==> config.mk <==
export PLATFORM = sky130hd
export DESIGN_NAME = bseq_burst_addr
export DESIGN_NICKNAME = d
export VERILOG_FILES = /design/src/rtl/bseq_pkg.sv /design/src/rtl/bseq_base_reg.sv /design/src/rtl/bseq_beat_ctr.sv /design/src/rtl/bseq_order_map.sv /design/src/rtl/bseq_burst_addr.sv
export SDC_FILE = /design/constraint.sdc
export NUM_CORES = 1
export LEC_CHECK = 0
export ABC_CLOCK_PERIOD_IN_PS = 1340
export BUFFER_PORTS_ARGS = -buffer_cell sky130_fd_sc_hd__clkbuf_2
export CORE_MARGIN = 2
export CORE_UTILIZATION = 35
export DETAILED_ROUTE_END_ITERATION = 16
export GPL_TIMING_DRIVEN = 0
export PLACE_DENSITY_LB_ADDON = 0.15
export RECOVER_POWER = 100
export SLEW_MARGIN = 20
export SYNTH_ARGS = -nofsm -noshare
export SYNTH_HDL_FRONTEND = slang
export SYNTH_HIERARCHICAL = 1
export SYNTH_SLANG_ARGS = --single-unit
==> constraint.sdc <==
create_clock -name clk -period 1.34 [get_ports clk]
set_clock_uncertainty 0.2 [all_clocks]
set_input_delay 0.268 -clock clk [delete_from_list [all_inputs] [get_ports clk]]
set_output_delay 0.268 -clock clk [all_outputs]
set_load 0.05 [all_outputs]
==> src/rtl/bseq_pkg.sv <==
package bseq_pkg;

    typedef enum logic [0:0] {
        ST_IDLE   = 1'b0,
        ST_ACTIVE = 1'b1
    } bseq_state_e;

endpackage

==> src/rtl/bseq_base_reg.sv <==
module bseq_base_reg #(
    parameter int ADDR_W = 17
) (
    input  logic              clk,
    input  logic              rst,
    input  logic              load,
    input  logic [ADDR_W-1:0] d,
    output logic [ADDR_W-1:0] q
);

    always_ff @(posedge clk) begin
        if (rst) begin
            q <= '0;
        end else if (load) begin
            q <= d;
        end
    end

endmodule

==> src/rtl/bseq_beat_ctr.sv <==
module bseq_beat_ctr #(
    parameter int CNT_W = 2
) (
    input  logic             clk,
    input  logic             rst,
    input  logic             clear,
    input  logic             step,
    output logic [CNT_W-1:0] beat
);

    always_ff @(posedge clk) begin
        if (rst || clear) begin
            beat <= '0;
        end else if (step) begin
            beat <= beat + 1'b1;
        end
    end

endmodule

==> src/rtl/bseq_order_map.sv <==
module bseq_order_map #(
    parameter int CNT_W = 2
) (
    input  logic             ilv,
    input  logic [CNT_W-1:0] start,
    input  logic [CNT_W-1:0] beat,
    output logic [CNT_W-1:0] low
);

    logic [CNT_W-1:0] lin_low;
    logic [CNT_W-1:0] xor_low;

    always_comb begin
        lin_low = start + beat;
        xor_low = start ^ beat;
        low     = ilv ? xor_low : lin_low;
    end

endmodule

==> src/rtl/bseq_burst_addr.sv <==
module bseq_burst_addr #(
    parameter int ADDR_W    = 17,
    parameter int BURST_LEN = 4
) (
    input  logic              clk,
    input  logic              rst,
    input  logic              strobe_a_n,
    input  logic              strobe_b_n,
    input  logic              adv_n,
    input  logic              mode_ilv,
    input  logic [ADDR_W-1:0] addr_in,
    output logic [ADDR_W-1:0] addr_out
);
    import bseq_pkg::*;

    localparam int CNT_W = $clog2(BURST_LEN);
    localparam int HI_W  = ADDR_W - CNT_W;

    bseq_state_e      state_q;
    bseq_state_e      state_d;
    logic             load;
    logic             step;
    logic [ADDR_W-1:0] base_q;
    logic [CNT_W-1:0] beat_q;
    logic [CNT_W-1:0] low_bits;

    assign load = !strobe_a_n || !strobe_b_n;

    // next state
    always_comb begin
        state_d = state_q;
        unique case (state_q)
            ST_IDLE:   if (load) state_d = ST_ACTIVE;   // load
            ST_ACTIVE: state_d = ST_ACTIVE;             // reload / advance / hold
            default:   state_d = ST_IDLE;
        endcase
    end

    // state register
    always_ff @(posedge clk) begin
        if (rst) begin
            state_q <= ST_IDLE;
        end else begin
            state_q <= state_d;
        end
    end

    // per-state controls
    always_comb begin
        step = 1'b0;
        unique case (state_q)
            ST_IDLE:   step = 1'b0;
            ST_ACTIVE: step = !load && !adv_n;
            default:   step = 1'b0;
        endcase
    end

    bseq_base_reg #(.ADDR_W(ADDR_W)) base_i (
        .clk  (clk),
        .rst  (rst),
        .load (load),
        .d    (addr_in),
        .q    (base_q)
    );

    bseq_beat_ctr #(.CNT_W(CNT_W)) ctr_i (
        .clk   (clk),
        .rst   (rst),
        .clear (load),
        .step  (step),
        .beat  (beat_q)
    );

    bseq_order_map #(.CNT_W(CNT_W)) map_i (
        .ilv   (mode_ilv),
        .start (base_q[CNT_W-1:0]),
        .beat  (beat_q),
        .low   (low_bits)
    );

    generate
        if (HI_W > 0) begin : g_hi
            assign addr_out = {base_q[ADDR_W-1:CNT_W], low_bits};
        end else begin : g_lo
            assign addr_out = low_bits[ADDR_W-1:0];
        end
    endgenerate

endmodule

==> impl_metrics.toml <==
[clocking]
cts_tree = "done"
clock-root-buffer = "clkbuf_4"
htreeDepth = 1
cts_sinks = 20
clk_latency_ns = 0.30
ctsLongestPathBuffers = 2
cts_made_buffers = 3
path_clk_slew_ns = 0.11

[detailed_routing]
first_iter_violations = 8
routed_wl_um = 1627
drcViolationCount = 0
ant_nets = 0
drtPass1Iterations = 3
num_vias = 668
via_per_inst = 4.483
wl_per_cell_um = 10.92

[placed_design]
gp_congestion = 0.6014
placedCellCount = 137
hpwl_um = 1127
numPortBuffers = 39

[worst_setup_path]
crit_buf_inv = 1
crit_required_ns = 0.87
crit_chain = "ha_4 -> nor2b_4 -> xnor2_4 -> buf_8"
r2r-start = "state_q"
critPathCaptureType = "primary output"
arrival_ns = 1.25
critical_path_class = "reg -> out"
cp_slowest_stage_delay_ns = 0.37
rr_worst_depth = 3
r2r_end = "ctr_i/beat[1]"
start_kind = "flip-flop"
worst_path_max_delay_cell = "dfxtp_2"
crit_family = "flip-flops"
crit_fanout = 2
rrSetupSlack_ns = 0.10

[hold_path]
whs_endpoint = "base_i/q[10]"
hp-start = "addr_in[10]"
min_path_type = "in -> reg"
holdPathStages = 3

[global_routing]
grt_antenna_before_repair = 0
grt_max_degree = 13
grt_use_total = 0.1417
grt_pass1_wl_um = 2718
overflow = 0
first_global_vias = 645

[floorplanning]
start_util = 0.3610
num_rows = 17
dieArea_sq_mm = 0.002632
die_y_um = 51.31
core_sq_mm = 0.002170
io_pins = 40
die_w_um = 51.31

[power]
p_leak_nw = 0.6716
p_comb_frac = 0.233
power.switching_mw = 0.3918
power_density_mw_per_mm2 = 1113
peakVddDrop_uv = 907.4
power_mw = 1.488
power_frac_seq = 0.443
swShare = 0.2632
clkPwrFrac = 0.324
power.internal_mw = 1.097

[logic_synthesis]
synthDistinctLibCells = 17
synth_top_area_share = 0.5112
synth_top_area_cell = "dfxtp_1"
synth_most_common_cell = "dfxtp_1"
synth_commonest_cells = "dfxtp_1 (20), mux2i_1 (17), nor2_1 (17)"
synth_edf_count = 0
synthesis.area_sq_um = 783.3
avgSynthCellArea_sq_um = 11.19
syn-instance-count = 70
async_flop_share = 0
ys.warnings.count = 6
ys_top_cells_by_area = "dfxtp_1 (51%), mux2i_1 (22%), nor2_1 (8.1%)"
synth.net_count = 94
synth-seq-cells = 20
synth_flop_cell = "dfxtp_1"
yosysSeqAreaShare = 0.5112

[cells_and_area]
layout-drive-gt1-share = 0.5785
syn_to_final_growth_pct = 70.77
antennaDiodeCount = 0
fin_cells = 149
final_util = 0.6165
final_nets = 146

[sta]
fmax_mhz = 582.3
hold-worst-slack_ns = 0.006080
finalWorstSetupSlack_ns = -0.3775
period_needed_ns = 1.717
fin_crit_sh = 1.282
setup-violations-final = 2
rsz0062_at_grt = "yes"
hold_viol_final = 0
final_max_slew_viol_count = 0
tightest_slew_ns = 0.3413
relSlewSlack = 0.7725

[job]
max_cap_violations = 0

[run_status]
outcome = "finished with violations"
failed_checks = "negative setup slack"
## through the flow
stage	setup TNS, ns	setup WS, ns	instance area (sq um)
floorplan	-0.09137	-0.09137	813.3
global placement	-0.5085	-0.2266	1044
detailed placement	-0.6052	-0.2328	1044
CTS	-0.6272	-0.4238	1324
global route	-0.7363	-0.4474	1338
finish	-0.5700	-0.3775	1338
## what timing repair did
action	in CTS	in global routing
setup endpoints to repair	17	17
gates resized for setup	39	18
hold buffers	4	2
setup buffers	1	1
pin swaps	2	0
endpoints found under the hold margin	5	2
## cell families after synthesis
family,after synthesis,synth area share
buffers and inverters,4,0.05111
flip-flops,20,0.5112
adder cells (fa/ha/maj),1,0.01597
XOR/XNOR,3,0.03355
AO/OA/AOI/OAI,3,0.04153
AND/OR/NAND/NOR,22,0.1294
multiplexers,17,0.2172
## area by class of cell
| class | instances | area [sq um] |
|---|---|---|
| Sequential cell | 20 | 421.7 |
| Fill cell | 195 | 832.0 |
| Timing Repair Buffer | 47 | 421.7 |
| Buffer | 4 | 25.02 |
| Tap cell | 28 | 35.03 |
| Clock inverter | 1 | 30.03 |
| Clock buffer | 3 | 22.52 |
| Multi-Input combinational cell | 46 | 381.6 |
## flip-flops by register name, indices dropped and copies added, names as in the netlist
signal / count
base_i/q: 17
ctr_i/beat: 2
state_q: 1
## layout by cell type (no fill, tap or decap), types with 2 or more instances in the layout
| master | synthesis | routed |
|---|---|---|
| dlygate4sd3_1 | 0 | 6 |
| clkbuf_2 | 0 | 23 |
| mux2i_1 | 17 | 17 |
| clkbuf_4 | 0 | 3 |
| buf_4 | 0 | 3 |
| buf_6 | 1 | 3 |
| buf_8 | 0 | 2 |
| dfxtp_1 | 20 | 3 |
| nor2_1 | 17 | 17 |
| dfxtp_2 | 0 | 17 |
| clkbuf_8 | 0 | 11 |
## power by group through the flow
stage / clock network [mW] / logic, mW / registers, mW
floorplan: 0 / 0.103 / 0.760
global placement: 0 / 0.276 / 0.659
detailed placement: 0 / 0.280 / 0.661
CTS: 0.493 / 0.349 / 0.654
global route: 0.526 / 0.368 / 0.665
finish: 0.482 / 0.346 / 0.660
## worst register-to-register path, cell delays in order (launching register included)
cell	delay, ns
dfxtp_1	0.34
nor3b_2	0.26
nand3b_1	0.12
a211oi_1	0.24
## layer usage
layer | up-vias | global-route usage | wire length [um]
met1 | 298 | 0.1512 | 640
met2 | 29 | 0.2532 | 819
met5 | - | 0 | 0
met3 | 2 | 0.05263 | 149
li1 | 339 | - | -
met4 | 0 | 0.05263 | 17
## worst max-delay path by stage
stage | startpoint | to | slack [ns] | depth (start not counted)
detailed placement | ctr_i/beat[0] | addr_out[1] | -0.23 | 4
global placement | base_i/q[1] | addr_out[1] | -0.23 | 3
global route | ctr_i/beat[0] | addr_out[1] | -0.45 | 4
floorplan | ctr_i/beat[0] | addr_out[1] | -0.09 | 3
CTS | ctr_i/beat[0] | addr_out[1] | -0.42 | 4
finish | ctr_i/beat[0] | addr_out[1] | -0.38 | 4
Power figures use the tool's default switching activity.
